**src/rtl/pos_readout_pkg.sv**
```systemverilog
package pos_readout_pkg;
    localparam int POS_W  = 16;
    localparam int BYTE_W = 8;

    typedef enum logic [1:0] {
        RD_IDLE = 2'd0,
        RD_HIGH = 2'd1,
        RD_LOW  = 2'd2
    } rd_state_e;

    typedef struct packed {
        logic en;
        logic sel_low;
    } bus_req_t;

    function automatic logic [BYTE_W-1:0] pick_byte(
        input logic [POS_W-1:0] word,
        input logic             sel_low
    );
        return sel_low ? word[BYTE_W-1:0] : word[POS_W-1:POS_W-BYTE_W];
    endfunction
endpackage

```
**src/rtl/rd_sequencer.sv**
```systemverilog
module rd_sequencer
    import pos_readout_pkg::*;
(
    input  logic     clk,
    input  logic     rst,
    input  bus_req_t req,
    output logic     hold
);
    rd_state_e state_q, state_d;

    always_comb begin
        state_d = state_q;
        unique case (state_q)
            RD_IDLE: if (req.en && !req.sel_low) state_d = RD_HIGH;
            RD_HIGH: if (req.en && req.sel_low)  state_d = RD_LOW;
            RD_LOW: begin
                if (!req.en)           state_d = RD_IDLE;
                else if (!req.sel_low) state_d = RD_HIGH;
            end
            default: state_d = RD_IDLE;
        endcase
    end

    always_ff @(posedge clk or posedge rst) begin
        if (rst) state_q <= RD_IDLE;
        else     state_q <= state_d;
    end

    assign hold = (state_q != RD_IDLE);

    assert_start_R3: assert property (@(posedge clk) disable iff (rst)
        (!hold && req.en && !req.sel_low) |=> hold);
    assert_release_R5: assert property (@(posedge clk) disable iff (rst)
        (state_q == RD_LOW && !req.en) |=> !hold);
    assert_high_only_R8: assert property (@(posedge clk) disable iff (rst)
        (state_q == RD_HIGH && !req.en) |=> hold);
    assert_restart_R7: assert property (@(posedge clk) disable iff (rst)
        (hold && req.en && !req.sel_low) |=> hold);
endmodule

```
**src/rtl/pos_latch.sv**
```systemverilog
module pos_latch
    import pos_readout_pkg::*;
#(
    parameter int W = POS_W
) (
    input  logic         clk,
    input  logic         rst,
    input  logic         hold,
    input  logic [W-1:0] din,
    output logic [W-1:0] q
);
    always_ff @(posedge clk or posedge rst) begin
        if (rst)       q <= '0;
        else if (!hold) q <= din;
    end

    assert_frozen_R4: assert property (@(posedge clk) disable iff (rst)
        hold |=> $stable(q));
    assert_track_R2: assert property (@(posedge clk) disable iff (rst)
        !hold |=> (q == $past(din)));
endmodule

```
**src/rtl/byte_mux.sv**
```systemverilog
module byte_mux
    import pos_readout_pkg::*;
(
    input  logic [POS_W-1:0]  word,
    input  bus_req_t          req,
    output logic [BYTE_W-1:0] dout
);
    always_comb begin
        dout = '0;
        if (req.en) dout = pick_byte(word, req.sel_low);
    end
endmodule

```
**src/rtl/pos_readout.sv**
```systemverilog
module pos_readout
    import pos_readout_pkg::*;
(
    input  logic              clk,
    input  logic              rst,
    input  logic [POS_W-1:0]  count_in,
    input  logic              rd_en_n,
    input  logic              byte_sel,
    output logic [BYTE_W-1:0] data_out
);
    bus_req_t         req;
    logic             hold;
    logic [POS_W-1:0] held_word;

    assign req.en      = !rd_en_n;
    assign req.sel_low = byte_sel;

    rd_sequencer u_seq (
        .clk  (clk),
        .rst  (rst),
        .req  (req),
        .hold (hold)
    );

    pos_latch #(.W(POS_W)) u_latch (
        .clk  (clk),
        .rst  (rst),
        .hold (hold),
        .din  (count_in),
        .q    (held_word)
    );

    byte_mux u_mux (
        .word (held_word),
        .req  (req),
        .dout (data_out)
    );

    assert_idle_quiet_R6: assert property (@(posedge clk) disable iff (rst)
        rd_en_n |-> (data_out == '0));
endmodule

```
**config.mk**
```make
export PLATFORM = sky130hd
export DESIGN_NAME = pos_readout
export DESIGN_NICKNAME = d
export VERILOG_FILES = /design/src/rtl/pos_readout_pkg.sv /design/src/rtl/rd_sequencer.sv /design/src/rtl/pos_latch.sv /design/src/rtl/byte_mux.sv /design/src/rtl/pos_readout.sv
export SDC_FILE = /design/constraint.sdc
export NUM_CORES = 1
export LEC_CHECK = 0
export BUFFER_PORTS_ARGS = -buffer_cell sky130_fd_sc_hd__buf_2
export CELL_PAD_IN_SITES_DETAIL_PLACEMENT = 1
export CELL_PAD_IN_SITES_GLOBAL_PLACEMENT = 1
export CORE_ASPECT_RATIO = 0.9
export CORE_MARGIN = 2
export CORE_UTILIZATION = 41
export DETAILED_ROUTE_END_ITERATION = 8
export GPL_TIMING_DRIVEN = 0
export PLACE_DENSITY_LB_ADDON = 0.25
export SETUP_SLACK_MARGIN = 0.4
export SYNTH_ARGS = -nofsm -noshare
export SYNTH_HDL_FRONTEND = slang
export SYNTH_SLANG_ARGS = --single-unit
```
**constraint.sdc**
```tcl
create_clock -name clk -period 2.1 [get_ports clk]
set_input_delay 0.21 -clock clk [delete_from_list [all_inputs] [get_ports clk]]
set_output_delay 0.21 -clock clk [all_outputs]
set_load 0.005 [all_outputs]
```
Yosys cells after proc, flatten, opt, wreduce, memory -nomap -nowiden

Cells that the tools add are included.

Equal/unequal tests: 5
Muxes and demuxes: 7
Reductions and logical operators: 7

Operator list:

| operator             | number |
|---|---|
| $mux W8              | 2 |
| $mux W2              | 4 |
| $pmux W2 S3          | 1 |
| $ne A2 B1 Y1 const B | 2 |
| $ne A3 B3 Y1 const B | 1 |
| $reduce_and A3 Y1    | 1 |
| $eq A2 B1 Y1 const B | 1 |
| $eq A2 B2 Y1 const B | 1 |
| $logic_and A1 B1 Y1  | 2 |
| $logic_not A1 Y1     | 2 |
| $logic_not A2 Y1     | 1 |
| $reduce_bool A2 Y1   | 1 |

Bits in registers: 18
Input port bits: 20
Output and inout port bits: 8
Word-level logic and storage cells: 21

Longest topological paths before layout

Gate-level depths: netlist of run 1.

Word-level depth: 4
Mapped depth: 3
Mapped depth without buffers: 2

Modules after synthesis

Synthesis of run 1 repeated with hierarchy kept, for this count alone.

Cells, all modules: 63
Area total of the unflattened synthesis: 899.6 µm²

Modules (own cells, without submodules):

| module       | times used | cells each | area an instance (µm²) | sequential area each (µm²) |
|---|---|---|---|---|
| pos_latch    | 1          | 35         | 653.1                  | 400.4 |
| byte_mux     | 1          | 17         | 141.4                  | 0.0 |
| rd_sequencer | 1          | 10         | 101.3                  | 50.0 |
| pos_readout  | 1          | 1          | 3.8                    | 0.0 |

Least setup slack after synthesis of run 1

No wires, ideal clock.

Path type: register -> register
Start: reg u_seq.state_q[0]
End: reg u_latch.q[0]
Library setup time: 0.125 ns
Arrival: 1.085 ns
Slack: 0.890 ns
Cell stages (with the launch flop): 4
Path buffers: 1
Clock period less this slack: 1.210 ns
Cells stage by stage: dfrtp_1 -> nor2_4 -> buf_12 -> mux2_4

Word-level cells in the longest chain between the ends: 1

RTL lines:

| what                   | line               | RTL |
|---|---|---|
| from (decl)            | rd_sequencer.sv:9  | `rd_state_e state_q, state_d;` |
| from (signal assigned) | rd_sequencer.sv:26 | `else state_q <= state_d;` |
| $reduce_bool A2 Y1     | rd_sequencer.sv:29 | `assign hold = (state_q != RD_IDLE);` |
| to (signal assigned)   | pos_latch.sv:14    | `else if (!hold) q <= din;` |
| to (decl)              | pos_latch.sv:10    | `output logic [W-1:0] q` |

Every way passes these cells.
A chain may end at the register's enable or synchronous reset.

Worst setup path after layout of run 1

Start: reg u_seq.state_q[0]
End: reg u_latch.q[3]

Same word-level chain as after synthesis.

==> results.cfg, run 1 <==
[floorplan]
fp.dieW_um = 52.3
dieHeight_um = 47.4
start_util_pct = 44.0
core-area_mm2 = 0.00195
rows = 15
die-area_mm2 = 0.00248
io_pins = 28

[critical_path]
crit_family = flip-flops
required_ns = 2.30
cp_slowest_cell = dfrtp_1
worstSetupStartpointType = flip-flop
cp_cell_sequence = nor2_4, buf_12, mux2_4
critPathKind = reg2reg
endpoint_kind = flip-flop
crit_arrival_ns = 1.53
path_max_fanout = 10
path_buf_inv = 1
worst_path_largest_cell_delay_ns = 0.45

[clocking]
cts_tree = done
cts-resized-gates = 0
cts_setup_buffers = 0
clk_latency_ns = 0.30
htree_levels = 1
cts.sinks = 18
cts_buffer_depth = 2
cts_root_buffer = clkbuf_4
hold_buffers = 0
clk_pin_slew_ns = 0.10
numCtsBuffers = 3

[finish]
final_nets = 110
layout-drive-gt1-share_pct = 55.1
n_antenna_cell = 0
layout_common_cells = 26 x buf_2, 18 x dfrtp_1, 10 x mux2_4
fillers = 219
multi_input_area_um2 = 377
syn2layout_area_growth_pct = 22.4
seq_area_um2 = 450
finish.instance_area_mm2 = 0.00105
final_common_cell = buf_2

[place]
routabilityCongestion = 0.614
dpl_cell_area_mm2 = 0.00102
portBuffers = 25
dp_hpwl_mm = 1.20

[sta]
period_share_pct = 63.4
layout_min_cycle_time_ns = 1.33
finalSetupTns_ns = 0
finalHoldViolCount = 18
rsz0062_at_grt = false
finClkSkew_ns = 0.00355
maxSlewHeadroom_pct = 55.5
max_freq_mhz = 751
slew_violations = 0
hold_slack_ns = -0.0167
setup_violations = 0
tightest_slew_ns = 0.666

[grt]
grt_usage_pct = 17.0
grt_pass1_vias = 608
grt_max_degree = 19
grt_overflow = 0
grt_pass1_wl_mm = 2.77
antenna_found_initial = 0

[synthesis]
synth_seq_cells = 18
syn_inst = 60
synth_cell_type_count = 15
synth-seq-area-share_pct = 52.4
synth_nets = 80
yosysTopAreaCell = dfrtp_1
netlist_top_cells_area = dfrtp_1 52%, mux2_4 17%, mux2i_1 9.3%
netlist.area_leader.share_pct = 52.4
syn-cell-area_um2 = 860
avgSynthCellArea_um2 = 14.3
yosys_warnings = 0

[worst_hold_path]
hold_class = in2async

[route]
wl_met1_um = 716
drc = 0
top_layer = met4
via_per_inst = 5.01
final_antenna_net_count = 0
drt-total-wl_mm = 1.70
first_pass_iters = 2
vias = 571
wl_met2_um = 827
post_drt_wl_per_cell_um = 14.9
drt_iter0_markers = 1
wl_met3_um = 112

[outcome]
status = complete, but fails checks
violations = negative hold slack

[power]
ir_drop_uv = 534
leakage_nw = 0.542
power.density_mw_per_mm2 = 891

[run]
maxCapViolations = 0
-- report_power, final --
group / switching [mW] / internal [mW]
clock network: 0.111 / 0.106
logic: 0.0916 / 0.161
registers: 0.0456 / 0.422
-- through the flow --
stage          util, %  total power, mW  hold slack, ns  worst slack, ns  std cells
2_1_floorplan        -            0.656           0.149            0.890         60
3_3_place_gp      52.1            0.719           0.353            0.787        110
3_5_place_dp      52.1            0.732           0.346            0.774        110
4_1_cts           53.9            0.958        0.000158            0.748        114
5_1_grt           53.9             1.00          0.0247            0.716        114
6_report          53.9            0.938         -0.0167            0.768        114
-- layer usage --
metal  global-route usage, %  vias up
met2                    29.1       19
met4                    10.8        0
met5                       0        -
met3                    6.25        4
met1                    18.4      283
li1                        -      265
-- synth_stat cells --
master / n
buf_2: 1
mux2_2: 6
a211oi_1: 1
nor2b_1: 1
mux2i_1: 8
dfrtp_1: 18
xor2_1: 1
mux2_4: 10
clkbuf_1: 1
inv_1: 1
nor2_1: 8
and2_1: 1
nor2_4: 1
buf_12: 1
and2b_2: 1
-- cell families after synthesis --
family          synth area share [%]
compound gates                 0.874
xor+xnor                        1.02
buf+inv                         3.78
flops                           52.4
mux                             34.6
simple gates                    7.28
-- area by class of cell --
cell class / count / share of cell area, %
inverters: 1 / 0.357
well taps: 25 / 2.97
multi-input cells: 38 / 35.8
plain buffers: 3 / 2.73
flip-flops and latches: 18 / 42.8
clock buffers: 4 / 3.45
repair buffers: 25 / 11.9
-- state kept, by name (all words and copies together) (netlist names) --
| name | cells |
|---|---|
| u_seq.state_q | 2 |
| u_latch.q | 16 |
-- path summary, 6_finish.rpt --
kind	startpoint	endpoint	slack (ns)	cells past startpoint
setup reg to reg	u_seq.state_q[0]	u_latch.q[3]	0.77	3
hold reg to reg	u_latch.q[9]	u_latch.q[9]	0.52	1
max in group asynchronous	rst	u_latch.q[7]	1.69	2
min in group clk	count_in[14]	u_latch.q[14]	0.13	2
setup / recovery	u_seq.state_q[0]	u_latch.q[3]	0.77	3
hold / removal	rst	u_latch.q[5]	-0.02	2
Power figures use the tool's default switching activity.
==> run 2, diff against run 1 <==
--- a/config.mk
+++ b/config.mk
@@ -10,7 +10,7 @@
 export CELL_PAD_IN_SITES_GLOBAL_PLACEMENT = 1
 export CORE_ASPECT_RATIO = 0.9
 export CORE_MARGIN = 2
-export CORE_UTILIZATION = 41
+export CORE_UTILIZATION = 34
 export DETAILED_ROUTE_END_ITERATION = 8
 export GPL_TIMING_DRIVEN = 0
 export PLACE_DENSITY_LB_ADDON = 0.25
==> constraint.sdc (replaced) <==
create_clock -name clk -period 1.14 [get_ports clk]
set_input_delay 0.114 -clock clk [delete_from_list [all_inputs] [get_ports clk]]
set_output_delay 0.114 -clock clk [all_outputs]
set_load 0.005 [all_outputs]
==> run 2 against run 1 <==
Compared with the run above: the flow finishes with violations (negative hold slack, negative setup slack); combinational power is 140% higher; critical path type unchanged; non-clock buffer count is 14 higher; power is 97% higher; hold slack worse by 0.072 ns.
==> results.cfg, run 2 (same netlist as run 1, synthesis figures left out) <==
[floorplan]
fp.dieW_um = 57
rows = 17
dieHeight_um = 51.7
die-area_mm2 = 0.00295
io_pins = 28
core-area_mm2 = 0.00242
start_util_pct = 35.4

[critical_path]
required_ns = 1.32
worstSetupStartpointType = flip-flop
path_max_fanout = 10
endpoint_kind = flip-flop
crit_arrival_ns = 1.38
critPathKind = reg2reg

[power]
p_int_mw = 1.38
seq_power_share_pct = 46.2
switching_share_pct = 25.2
clkPwrFrac_pct = 20.5
ir_drop_uv = 865
p_sw_mw = 0.465
power.density_mw_per_mm2 = 1580
combinationalPowerShare_pct = 33.3
leakage_nw = 0.611
total_power_mw = 1.85

[route]
drc = 0
drt_iter0_markers = 2
top_layer = met3
wl_met3_um = 89
first_pass_iters = 2
vias = 603
post_drt_wl_per_cell_um = 13.4
wl_met1_um = 796
via_per_inst = 4.60
drt-total-wl_mm = 1.76
wl_met2_um = 872
final_antenna_net_count = 0

[finish]
final_common_cell = buf_2
top_regs = u_latch.q: 16 flops, u_seq.state_q: 2 flops
largest_register_ffs = 16
largest_register = u_latch.q
layout-drive-gt1-share_pct = 62.1
syn2layout_area_growth_pct = 35.7
layout_common_cells = 26 x buf_2, 18 x dfrtp_1, 14 x buf_4
finish.instance_area_mm2 = 0.00117
final_nets = 124
n_antenna_cell = 0
fin_util_pct = 48.1

[sta]
slew_violations = 0
rsz0062_at_grt = true
worst_slack_ns = -0.0604
finalHoldViolCount = 18
period_share_pct = 105
maxSlewHeadroom_pct = 55.1
hold_slack_ns = -0.0884
layout_min_cycle_time_ns = 1.20
max_freq_mhz = 833
finClkSkew_ns = 0.00112
tightest_slew_ns = 0.673
setup_violations = 16

[place]
dp_hpwl_mm = 1.23
routabilityCongestion = 0.607
dpl_cell_area_mm2 = 0.00102
portBuffers = 25

[clocking]
clk_latency_ns = 0.28
htree_levels = 1
cts_buffer_depth = 2
clk_pin_slew_ns = 0.10
cts_root_buffer = clkbuf_4
cts.sinks = 18
numCtsBuffers = 3
cts_tree = done

[grt]
grt_max_degree = 19
grt_usage_pct = 12.7
grt_overflow = 0
grt_pass1_vias = 659
antenna_found_initial = 0
grt_pass1_wl_mm = 2.84

[outcome]
violations = negative hold slack, negative setup slack
status = complete, but fails checks

[worst_hold_path]
hold_class = in2async

[run]
maxCapViolations = 0
==> run 2: metrics by stage <==
step | setup TNS (ns) | cells | hold slack (ns) | setup slack [ns]
finish | -0.728 | 131 | -0.0884 | -0.0604
global route | -1.97 | 131 | -0.0460 | -0.103
CTS | -0.554 | 128 | -0.0697 | -0.0461
detailed placement | -2.00 | 113 | 0.255 | -0.178
global placement | -1.69 | 113 | 0.257 | -0.159
floorplan | -0.613 | 60 | 0.0526 | -0.0613
==> run 2: path summary, 6_finish.rpt <==
check	from	endpoint	slack (ns)	cells after the start
hold reg to reg	u_latch.q[8]	u_latch.q[8]	0.51	1
min in group clk	count_in[12]	u_latch.q[12]	0.05	2
max in group asynchronous	rst	u_latch.q[1]	0.80	2
setup reg to reg	u_seq.state_q[0]	u_latch.q[14]	-0.06	3
hold / removal	rst	u_latch.q[14]	-0.09	2
setup / recovery	u_seq.state_q[0]	u_latch.q[14]	-0.06	3
==> run 2: power groups by stage <==
stage                     combinational, mW  clock, mW  sequential [mW]
after floorplan                       0.358          0            0.849
after global placement                0.460          0            0.867
after detailed placement              0.472          0            0.877
after CTS                             0.587      0.399            0.853
after global routing                  0.673      0.428            0.872
final                                 0.615      0.379            0.854
==> run 2: final cells by class <==
| type | count | area, um2 |
|---|---|---|
| clock buffers | 4 | 36.3 |
| well taps | 28 | 35.0 |
| inverters | 1 | 3.75 |
| fillers | 267 | 1260 |
| multi-input cells | 38 | 382 |
| repair buffers | 39 | 230 |
| flip-flops and latches | 18 | 450 |
| plain buffers | 3 | 28.8 |
==> run 2: repair_timing <==
item | 4_1_cts | 5_1_grt
setup endpoints to repair | 26 | 26
hold endpoints to repair | 18 | 18
resized for setup | 1 | 0
setup buffers | 11 | 3
pin swaps | 1 | 0
==> run 2: per-layer routing <==
metal	GRT usage, %	up-vias
li1	-	292
met1	16.2	294
met2	21.6	17
met3	2.49	0
met4	4.65	0
met5	0	-
==> run 2: worst max-delay path, stage by stage, from the launching register on <==
cell and delay, ns:
dfrtp_1 0.42, nor2_4 0.19, buf_12 0.18, mux2_4 0.31
